--- src/rtl/conv_zt_pkg.sv ---
package conv_zt_pkg;
  // One encoding step handed from the frame controller to the core.
  typedef struct packed {
    logic din;   // bit to encode
    logic clr;   // encode against an all-zero state
    logic first; // first bit of a frame
    logic last;  // final flush bit of a frame
  } enc_step_t;
endpackage

--- src/rtl/conv_zt_core.sv ---
module conv_zt_core
  import conv_zt_pkg::*;
#(
  parameter int unsigned K    = 7,
  parameter int unsigned NGEN = 2,
  parameter logic [NGEN-1:0][K-1:0] GEN = {7'o133, 7'o171}
) (
  input  logic            clk,
  input  logic            rst,
  input  logic            step,
  input  enc_step_t       cmd,
  output logic [NGEN-1:0] word
);
  localparam int unsigned SW = K - 1;

  logic [SW-1:0] st;   // st[SW-1] newest, st[0] oldest
  logic [K-1:0]  win;

  assign win = {cmd.din, (cmd.clr ? {SW{1'b0}} : st)};

  for (genvar g = 0; g < NGEN; g++) begin : g_par
    assign word[g] = ^(win & GEN[g]);
  end

  always_ff @(posedge clk) begin
    if (rst) begin
      st <= '0;
    end else if (step) begin
      st <= win[K-1:1];
    end
  end
endmodule

--- src/rtl/conv_zt_serial.sv ---
module conv_zt_serial
  import conv_zt_pkg::*;
#(
  parameter int unsigned NGEN = 2
) (
  input  logic            clk,
  input  logic            rst,
  input  logic            step,
  input  enc_step_t       cmd,
  input  logic [NGEN-1:0] word,
  output logic            busy,
  output logic            out_bit,
  output logic            out_valid,
  output logic            out_first,
  output logic            out_last
);
  localparam int unsigned RW = (NGEN > 2) ? $clog2(NGEN) : 1;

  logic [NGEN-1:0] sreg;
  logic [RW-1:0]   rem;
  logic            last_f;

  assign busy = (rem != '0);

  always_ff @(posedge clk) begin
    if (rst) begin
      sreg      <= '0;
      rem       <= '0;
      last_f    <= 1'b0;
      out_bit   <= 1'b0;
      out_valid <= 1'b0;
      out_first <= 1'b0;
      out_last  <= 1'b0;
    end else begin
      out_first <= 1'b0;
      out_last  <= 1'b0;
      if (step) begin
        out_bit   <= word[0];
        sreg      <= word >> 1;
        rem       <= RW'(NGEN - 1);
        last_f    <= cmd.last;
        out_valid <= 1'b1;
        out_first <= cmd.first;
      end else if (busy) begin
        out_bit   <= sreg[0];
        sreg      <= sreg >> 1;
        rem       <= rem - 1'b1;
        out_valid <= 1'b1;
        out_last  <= last_f && (rem == RW'(1));
      end else begin
        out_valid <= 1'b0;
      end
    end
  end
endmodule

--- src/rtl/conv_zt_frame.sv ---
module conv_zt_frame
  import conv_zt_pkg::*;
#(
  parameter int unsigned K     = 7,
  parameter int unsigned LEN_W = 6
) (
  input  logic             clk,
  input  logic             rst,
  input  logic             blk_mode,
  input  logic             len_sel,
  input  logic [LEN_W-1:0] blk_len,
  input  logic             in_valid,
  input  logic             in_data,
  input  logic             in_start,
  input  logic             in_end,
  input  logic             busy,
  output logic             in_ready,
  output logic             blk_ready,
  output logic             step,
  output enc_step_t        cmd
);
  localparam int unsigned FW = $clog2(K);

  logic             in_blk;
  logic [FW-1:0]    flush_left;
  logic [LEN_W-1:0] left;
  logic             acc, starting, ending, fl_step;

  assign in_ready  = !busy && (flush_left == '0);
  assign blk_ready = blk_mode && in_ready && !in_blk;

  assign starting = blk_mode && !in_blk && in_start;
  assign acc      = in_valid && in_ready && (!blk_mode || in_blk || in_start);
  assign ending   = acc && blk_mode &&
                    (len_sel ? (starting ? (blk_len <= LEN_W'(1)) : (left <= LEN_W'(1)))
                             : in_end);
  assign fl_step  = !busy && (flush_left != '0);

  assign step      = acc || fl_step;
  assign cmd.din   = acc && in_data;
  assign cmd.clr   = acc && starting;
  assign cmd.first = acc && starting;
  assign cmd.last  = fl_step && (flush_left == FW'(1));

  always_ff @(posedge clk) begin
    if (rst) begin
      in_blk     <= 1'b0;
      flush_left <= '0;
      left       <= '0;
    end else begin
      if (ending) begin
        in_blk <= 1'b0;
      end else if (acc && starting) begin
        in_blk <= 1'b1;
      end

      if (ending) begin
        flush_left <= FW'(K - 1);
      end else if (fl_step) begin
        flush_left <= flush_left - 1'b1;
      end

      if (acc && starting) begin
        left <= blk_len - 1'b1;
      end else if (acc) begin
        left <= left - 1'b1;
      end
    end
  end
endmodule

--- src/rtl/conv_zt_encoder.sv ---
module conv_zt_encoder
  import conv_zt_pkg::*;
#(
  parameter int unsigned K     = 7,
  parameter int unsigned NGEN  = 2,
  parameter logic [NGEN-1:0][K-1:0] GEN = {7'o133, 7'o171},
  parameter int unsigned LEN_W = 6
) (
  input  logic             clk,
  input  logic             rst,
  input  logic             blk_mode,
  input  logic             len_sel,
  input  logic [LEN_W-1:0] blk_len,
  input  logic             in_valid,
  input  logic             in_data,
  input  logic             in_start,
  input  logic             in_end,
  output logic             in_ready,
  output logic             blk_ready,
  output logic             out_bit,
  output logic             out_valid,
  output logic             out_first,
  output logic             out_last
);
  logic            step, busy;
  enc_step_t       cmd;
  logic [NGEN-1:0] word;

  conv_zt_frame #(.K(K), .LEN_W(LEN_W)) u_frame (
    .clk(clk), .rst(rst), .blk_mode(blk_mode), .len_sel(len_sel),
    .blk_len(blk_len), .in_valid(in_valid), .in_data(in_data),
    .in_start(in_start), .in_end(in_end), .busy(busy),
    .in_ready(in_ready), .blk_ready(blk_ready), .step(step), .cmd(cmd)
  );

  conv_zt_core #(.K(K), .NGEN(NGEN), .GEN(GEN)) u_core (
    .clk(clk), .rst(rst), .step(step), .cmd(cmd), .word(word)
  );

  conv_zt_serial #(.NGEN(NGEN)) u_serial (
    .clk(clk), .rst(rst), .step(step), .cmd(cmd), .word(word),
    .busy(busy), .out_bit(out_bit), .out_valid(out_valid),
    .out_first(out_first), .out_last(out_last)
  );
endmodule

--- config.mk ---
export PLATFORM = sky130hd
export DESIGN_NAME = conv_zt_encoder
export DESIGN_NICKNAME = d
export VERILOG_FILES = /design/src/rtl/conv_zt_pkg.sv /design/src/rtl/conv_zt_core.sv /design/src/rtl/conv_zt_serial.sv /design/src/rtl/conv_zt_frame.sv /design/src/rtl/conv_zt_encoder.sv
export SDC_FILE = /design/constraint.sdc
export NUM_CORES = 1
export LEC_CHECK = 0
export CORE_ASPECT_RATIO = 0.7
export CORE_MARGIN = 8
export CORE_UTILIZATION = 44
export CTS_BUF_LIST = sky130_fd_sc_hd__clkbuf_4
export DETAILED_ROUTE_END_ITERATION = 8
export GPL_TIMING_DRIVEN = 1
export HOLD_SLACK_MARGIN = 0.02
export PLACE_DENSITY = 0.72
export SLEW_MARGIN = 25
export SYNTH_ARGS = -nofsm -noshare
export SYNTH_HDL_FRONTEND = slang
export SYNTH_HIERARCHICAL = 1
export SYNTH_SLANG_ARGS = --single-unit
--- constraint.sdc ---
create_clock -name clk -period 2.5 [get_ports clk]
set_input_delay 0.5 -clock clk [delete_from_list [all_inputs] [get_ports clk]]
set_output_delay 0.5 -clock clk [all_outputs]
set_load 0.05 [all_outputs]
Yosys cells after proc, flatten, opt, wreduce, memory -nomap -nowiden
Index checks and enable logic that the tools add are counted.
{ "word_totals": {"register_bits": 23, "in_bits": 14, "output_inout_bits": 6, "elab_cells": 66} }
{ "op_classes": {"n_addsub": 4, "magnitude_cmp": 2, "eq_ne": 1, "muxes": 15, "bitwise_logic": 2, "n_reduce_logical": 30} }
{ "ops": {"columns": ["operator", "n"], "rows": [
  ["$mux W6", 3],
  ["$logic_and A1 B1 Y1", 14],
  ["$reduce_xor A7 Y1", 2],
  ["$le A6 B1 Y1 const B", 2],
  ["$sub A6 B1 Y6 const B", 2],
  ["$mux W1", 10],
  ["$mux W3", 2],
  ["$reduce_bool A2 Y1", 3],
  ["$reduce_or A2 Y1", 2],
  ["$eq A3 B1 Y1 const B", 1],
  ["$logic_not A1 Y1", 3],
  ["$logic_not A3 Y1", 1],
  ["$logic_or A1 B1 Y1", 3],
  ["$reduce_bool A3 Y1", 1],
  ["$reduce_or A3 Y1", 1],
  ["$sub A3 B1 Y3 const B", 1],
  ["$not A1 Y1", 2],
  ["$sub A1 B1 Y1 const B", 1]
]} }

Logic depth before layout (Yosys ltp)
Gate-level depths: netlist of run 1.
{ "depth": {"word_depth": 8, "depth_mapped": 12, "ltp_nobuf": 10} }

By module
The synthesis of run 1 kept the hierarchy.
{ "modules_own_cells": {"columns": ["module", "instances", "cells_per_inst", "area_each_um2", "seq_area_each_um2"], "rows": [
  ["conv_zt_frame", 1, 100, 805.8, 200.2],
  ["conv_zt_core", 1, 33, 309.0, 120.1],
  ["conv_zt_serial", 1, 22, 242.7, 140.1]
]} }

Worst setup path before layout of run 1
OpenSTA, ideal clock, no wires.
{ "synth_timing": {"path_type": "reg-to-output", "start": "reg u_frame.flush_left[0]", "end": "out blk_ready", "t_arrival_ns": 1.965, "t_required_ns": 2.000, "slack_ns": 0.035, "stages_incl_launch_ff": 6, "n_path_buf": 0, "path_cell_list": "dfxtp_1 -> inv_1 -> ha_1 -> ha_1 -> nor2b_1 -> and2_1"} }
{ "synth_between": {"elab_chain_cells": 4} }
{ "synth_lines": {"columns": ["element", "line_no", "text"], "rows": [
  ["from (decl)", "conv_zt_frame.sv:25", "logic [FW-1:0] flush_left;"],
  ["from (signal assigned)", "conv_zt_frame.sv:58", "flush_left <= FW'(K - 1);"],
  ["from (signal assigned)", "conv_zt_frame.sv:60", "flush_left <= flush_left - 1'b1;"],
  ["$logic_not A3 Y1", "conv_zt_frame.sv:29", "assign in_ready = !busy && (flush_left == '0);"],
  ["$logic_and A1 B1 Y1", "conv_zt_frame.sv:29", null],
  ["named net in_ready", "conv_zt_encoder.sv:18", "output logic in_ready,"],
  ["$logic_and A1 B1 Y1 (2 in series)", "conv_zt_frame.sv:30", "assign blk_ready = blk_mode && in_ready && !in_blk;"],
  ["to (decl)", "conv_zt_encoder.sv:19", "output logic blk_ready,"]
]} }
The timed path passes the listed nets, and every way through them passes these cells.

Final worst setup path of run 1
{ "layout_timing": {"start": "reg u_frame.flush_left[0]", "end": "out blk_ready"} }
{ "layout_between": {"elab_chain_cells": 4} }
{ "layout_lines": {"columns": ["element", "line_no"], "rows": [
  ["$logic_not A3 Y1", "conv_zt_frame.sv:29"],
  ["$logic_and A1 B1 Y1", "conv_zt_frame.sv:29"],
  ["$logic_and A1 B1 Y1 (2 in series)", "conv_zt_frame.sv:30"]
]} }
Every way passes these cells.

==> results.ini, run 1 <==
[floorplan]
initial_core_util_pct=44.63
die-height_um=62.48
core_mm2=0.003042
rows=17
dieArea_mm2=0.005147
fp.dieW_um=82.39
io_pins=20

[critical_path]
crit_family=adder cells
crit_arrival_ns=1.68
crit_path_max_fanout=4
worstPathRequired_ns=2.00
startpoint_type=flip-flop
cpPeakStageDelay_ns=0.39
r2r_slack_ns=0.37
critPathKind=reg2out
reg2reg_to=u_serial/out_bit
end_kind=output port
r2r_cells=9
crit_chain=inv_1, ha_1, ha_1, nor2b_1, and2_1, buf_12
crit_top_cell=ha_1
rr_startpoint=u_frame/flush_left[0]
worst-path-buf-inv=2
cp_slowest_cell=dfxtp_1

[yosys]
synth.largest_area_cell=dfxtp_1
ys.flop_type=dfxtp_1
synth_cell_type_count=45
synth_area_mm2=0.001358
synth.most_common_cell=dfxtp_1
synth-seq-cells=23
netlist_instances=155
postSynthAreaPerCell_um2=8.758
synth_common_cells=dfxtp_1, nor2_1, a21oi_1, inv_1, xor2_1
synth-edff-count=0
synth_warnings=6
async_flop_share_pct=0
synth_area_leaders=dfxtp_1, ha_1, xor2_1
syn_nets=176
ys_seq_area_share_pct=33.92
synth_top_area_share_pct=33.92

[worst_hold_path]
hold_depth=2
min_to=u_core/st[2]
min_from=u_core/st[2]
holdCritPathClass=reg2reg

[final_layout]
finish.utilization_pct=55.00
final_area_mm2=0.001673
drive_gt1_share_pct=13.66
multi_input_area_um2=820.8
area_growth_syn_to_layout_pct=23.23
nNetsFinal=205
final_cells=221
n_fill_cell=263
insertedDiodeCount=0
regArea_um2=460.4

[timing]
rsz0062_at_grt=no
setup_viol=0
max_slew_margin_pct=66.72
skew_ns=0.008714
worstMarginPinSlew_ns=0.4976
tns_ns=0
fmax_mhz=459.7
hold_violations=0
fin_ws_ns=0.3246
period_share_pct=87.02
finalCriticalPeriod_ns=2.175
worst_hold_slack_ns=0.4824
slew_viol_final=0

[grt]
antenna_found_initial=0
grt_max_degree=16
grt_pass1_vias=1148
grt.met2_usage_pct=19.80
grt_pass1_wl_mm=5.513
grt_overflow=0
busiest_layer=met2
grt_usage_pct=13.37
met3_usage_pct=4.023
met1_usage_pct=18.39

[routing]
initialDrtViolationCount=112
vias=1205
avgViaCountPerCell=5.452
ant_nets=0
drtPass1Iterations=4
wl_per_cell_um=14.26
drc=0
drt-total-wl_mm=3.151

[clock_tree]
clk_pin_slew_ns=0.12
htree_levels=1
clockBufferDepth=2
clk_latency_ns=0.31
cts_setup_buffers=0
cts_made_buffers=3
holdBufCountCts=0
cts_sinks=23
ctsResizeCount=0
cts_root_buf=clkbuf_4
tritoncts=yes

[pwr]
pwr-share-seq_pct=33.8
total_power_mw=1.512
p_sw_uw=635.9
vdd_drop_max_mv=0.4877
power_density_mw_per_mm2=903.9
power.share.clock_pct=12.0
combPwrFrac_pct=54.2
p_leak_nw=0.6843
swShare_pct=42.06
p_int_uw=876.1

[placed_design]
place_congestion=0.9136
placed_area_mm2=0.001643
dp_hpwl_mm=2.564
io_buffers=19
place_ws_ns=0.006892
dp_cells=217

[run_status]
status=completed

[flow_run]
drv_cap=0

## worst max path at each step
| stage | from | end | slack, ns | depth (start not counted) |
|---|---|---|---|---|
| after CTS | u_frame/flush_left[0] | blk_ready | 0.30 | 6 |
| final | u_frame/flush_left[0] | blk_ready | 0.32 | 6 |
| after global routing | u_frame/flush_left[0] | blk_ready | 0.20 | 6 |
| after detailed placement | blk_mode | u_serial/out_bit | 0.007 | 7 |
| after floorplan | u_frame/flush_left[0] | blk_ready | 0.04 | 5 |
| after global placement | blk_mode | u_serial/out_bit | 0.08 | 7 |
## area by class of cell
type                    instances  share of cell area [%]
multi-input cells             117                   49.07
flip-flops and latches         23                   27.52
repair buffers                 30                   16.75
well taps                      38                   2.842
inverters                       9                   2.019
clock buffers                   4                   1.795
## cells by family after synthesis
group	synth area share, %
AND/OR/NAND/NOR	28.02
flip-flops	33.92
adder cells (fa/ha/maj)	6.451
multiplexers	2.212
buffers and inverters	5.621
XOR/XNOR	8.940
AO/OA/AOI/OAI	14.84
## power groups by stage
stage / Combinational (mW) / Clock (mW) / Sequential, mW
6_report: 0.820 / 0.181 / 0.511
5_1_grt: 0.905 / 0.207 / 0.523
4_1_cts: 0.822 / 0.189 / 0.510
3_5_place_dp: 0.814 / 0 / 0.519
3_3_place_gp: 0.789 / 0 / 0.516
2_1_floorplan: 0.553 / 0 / 0.547
## routing by layer
| metal | part of all wire (%) | up-vias |
|---|---|---|
| li1 | - | 598 |
| met1 | 49 | 576 |
| met2 | 46 | 29 |
| met3 | 4.9 | 2 |
| met4 | 0.44 | 0 |
| met5 | 0 | - |
## worst register-to-register path: stages (launching register included)
cell      delay [ns]
dfxtp_1         0.39
inv_1           0.06
ha_1            0.20
ha_1            0.23
and3b_1         0.19
and2_1          0.16
or2_1           0.29
buf_4           0.20
nor2b_1         0.14
a211oi_1        0.19
## registers in the layout, indices dropped and copies added, names as in the netlist
signal,flops
u_core/st,6
u_frame/flush_left,3
u_serial/last_f,1
u_serial/out_last,1
u_serial/out_bit,1
u_serial/out_first,1
u_serial/busy,1
u_serial/sreg,1
u_serial/out_valid,1
u_frame/in_blk,1
u_frame/left,6
## cells in the final DEF, fill, tap and decap left out, types with 2 or more instances in the layout
cell and n:
dfxtp_1 23, or3_1 3, nand4_1 2, and3_1 3, nand3b_1 7, xnor2_1 4, nor3_2 2, clkbuf_4 4
nand2b_1 5, a211oi_1 3, ha_1 7, nand3_1 4, nor3_1 3, inv_1 9, buf_4 12, xor2_1 8
nor2b_1 4, nand2_1 4, a21oi_1 12, o21ai_0 4, and2_1 3, clkdlybuf4s50_1 17, nor2_1 17, mux2i_1 3
Power figures use the tool's default switching activity.
==> inputs of run 2 (changes only) <==
--- a/config.mk
+++ b/config.mk
@@ -5,6 +5,7 @@
 export SDC_FILE = /design/constraint.sdc
 export NUM_CORES = 1
 export LEC_CHECK = 0
+export CAP_MARGIN = 20
 export CORE_ASPECT_RATIO = 0.7
 export CORE_MARGIN = 8
 export CORE_UTILIZATION = 44
==> results of run 2 <==
No change in the layout: final DEF, timing and power equal those of run 1.
==> inputs of run 3 (changes only) <==
--- a/config.mk
+++ b/config.mk
@@ -5,6 +5,7 @@
 export SDC_FILE = /design/constraint.sdc
 export NUM_CORES = 1
 export LEC_CHECK = 0
+export ABC_AREA = 1
 export CAP_MARGIN = 20
 export CORE_ASPECT_RATIO = 0.7
 export CORE_MARGIN = 8
@@ -13,7 +14,7 @@
 export DETAILED_ROUTE_END_ITERATION = 8
 export GPL_TIMING_DRIVEN = 1
 export HOLD_SLACK_MARGIN = 0.02
-export PLACE_DENSITY = 0.72
+export PLACE_DENSITY = 0.71
 export SLEW_MARGIN = 25
 export SYNTH_ARGS = -nofsm -noshare
 export SYNTH_HDL_FRONTEND = slang
==> constraint.sdc (replaced) <==
create_clock -name clk -period 2.3 [get_ports clk]
set_input_delay 0.46 -clock clk [delete_from_list [all_inputs] [get_ports clk]]
set_output_delay 0.46 -clock clk [all_outputs]
set_load 0.05 [all_outputs]
==> results.ini, run 3 <==
[worst_hold_path]
holdCritPathClass=reg2reg
hold_depth=2
min_to=u_serial/out_last
min_from=u_serial/last_f

[critical_path]
crit_chain=inv_1, ha_1, ha_1, inv_2, nor3_1, buf_12
worstPathRequired_ns=1.84
crit_arrival_ns=1.63
cp_slowest_cell=dfxtp_1
worst-path-buf-inv=3
crit_top_cell=ha_1
startpoint_type=flip-flop
end_kind=output port
crit_family=flip-flops
r2r_slack_ns=0.34
crit_path_max_fanout=2
r2r_cells=17
rr_startpoint=u_frame/flush_left[0]
critPathKind=reg2out
reg2reg_to=u_serial/out_bit
cpPeakStageDelay_ns=0.34

[routing]
drtPass1Iterations=4
initialDrtViolationCount=66
drc=0
drt-total-wl_mm=3.185
vias=1366
wl_per_cell_um=11.14
avgViaCountPerCell=4.776
ant_nets=0

[clock_tree]
clockBufferDepth=2
tritoncts=yes
htree_levels=1
holdBufCountCts=0
cts_setup_buffers=0
cts_made_buffers=3
clk_latency_ns=0.31
ctsResizeCount=0
cts_root_buf=clkbuf_4
clk_pin_slew_ns=0.12
cts_sinks=23

[final_layout]
nNetsFinal=270
finish.utilization_pct=56.12
area_growth_syn_to_layout_pct=19.55
largestRegisters=u_core/st: 6 flops, u_frame/left: 6 flops, u_frame/flush_left: 3 flops
drive_gt1_share_pct=14.52
insertedDiodeCount=0
layout_common_cells=nand2_1, inv_1, nand3_1, dfxtp_1, nor2_1
layout_commonest_cell=nand2_1

[yosys]
synth_area_mm2=0.001498
ys.flop_type=dfxtp_1
synth.most_common_cell=nand2_1
synth.largest_area_cell=dfxtp_1
syn_nets=244
synth_warnings=6
synth_common_cells=nand2_1, inv_1, nand3_1, dfxtp_1, nor2_1
netlist_instances=223
synth-seq-cells=23
synth_area_leaders=dfxtp_1, nand2_1, inv_1
async_flop_share_pct=0
postSynthAreaPerCell_um2=6.716
synth-edff-count=0
ys_seq_area_share_pct=30.74
synth_top_area_share_pct=30.74
synth_cell_type_count=27

[placed_design]
dp_hpwl_mm=2.563
place_congestion=0.8346
io_buffers=19

[timing]
setup_viol=0
max_slew_margin_pct=66.61
worstMarginPinSlew_ns=0.4993
slew_viol_final=0
rsz0062_at_grt=no
finalCriticalPeriod_ns=2.094
hold_violations=0
period_share_pct=91.05
fmax_mhz=477.5
tns_ns=0
skew_ns=0.007336

[run_status]
status=completed

[grt]
grt_pass1_wl_mm=5.789
grt_pass1_vias=1299
grt_max_degree=13
grt_usage_pct=12.80
antenna_found_initial=0
grt_overflow=0

[floorplan]
rows=17
die-height_um=64.81
fp.dieW_um=85.73
dieArea_mm2=0.005556
initial_core_util_pct=46.94
core_mm2=0.003191
io_pins=20

[flow_run]
drv_cap=0

[pwr]
power_density_mw_per_mm2=1078
p_leak_nw=0.8930
vdd_drop_max_mv=0.5415

run 3: layout make-up:
type	instances	area, µm²
sequential	23	460.4
timing repair buffer	22	220.2
multi-input combinational	155	862.1
inverter	44	170.2
fill	319	1400
tap	38	47.55
clock buffer	4	30.03
run 3: stage by stage:
stage                     setup slack [ns]  hold WS (ns)  power [mW]  std cells  area [µm²]
after CTS                           0.1778        0.4870       1.945        286        1788
after global placement              0.1450        0.4729       1.723        282        1758
after floorplan                    0.03547        0.4439       1.442        223        1498
after global routing               0.04722        0.5200       2.141        286        1790
after detailed placement           0.09465        0.4710       1.738        282        1758
final                               0.2059        0.4898       1.930        286        1790
run 3: power by group:
| group | leakage, nW | internal, mW | switching [mW] | total [mW] |
|---|---|---|---|---|
| clock network | 0.0184 | 0.0796 | 0.119 | 0.199 |
| logic | 0.686 | 0.419 | 0.709 | 1.13 |
| registers | 0.189 | 0.513 | 0.0906 | 0.604 |
| total | 0.893 | 1.01 | 0.919 | 1.93 |
run 3: logic make-up (layout without fill, tap and decap cells):
family	after synthesis	after routing	share of synthesized area [%]
flops	23	23	30.74
simple gates	121	121	40.69
compound gates	25	25	9.690
fa+ha+maj	7	7	5.848
xor+xnor	2	2	1.170
buf+inv	45	70	11.86
run 3: worst max path at each step:
stage | start | end | slack (ns) | cells past startpoint
floorplan | u_frame/flush_left[0] | blk_ready | 0.04 | 5
global placement | in_start | u_serial/out_bit | 0.15 | 15
detailed placement | in_start | u_serial/out_bit | 0.09 | 15
CTS | u_frame/flush_left[0] | blk_ready | 0.18 | 6
global route | u_frame/flush_left[0] | u_serial/out_bit | 0.05 | 17
finish | u_frame/flush_left[0] | blk_ready | 0.21 | 6
run 3: per-layer routing:
layer  vias to the layer above  global-route usage, %  share of wire [%]  routed length [µm]
li1                        753                      -                  -                   -
met2                        31                  19.48                 42                1336
met4                         0                  3.913               0.57                  18
met1                       580                  16.55                 51                1639
met3                         2                  4.528                6.0                 190
met5                         -                      0                  0                   0
run 3: worst min-delay path, delay by kind of cell, from the launching register on:
family / cells / cell delay (ns)
simple gates: 2 / 0.14
flops: 1 / 0.31
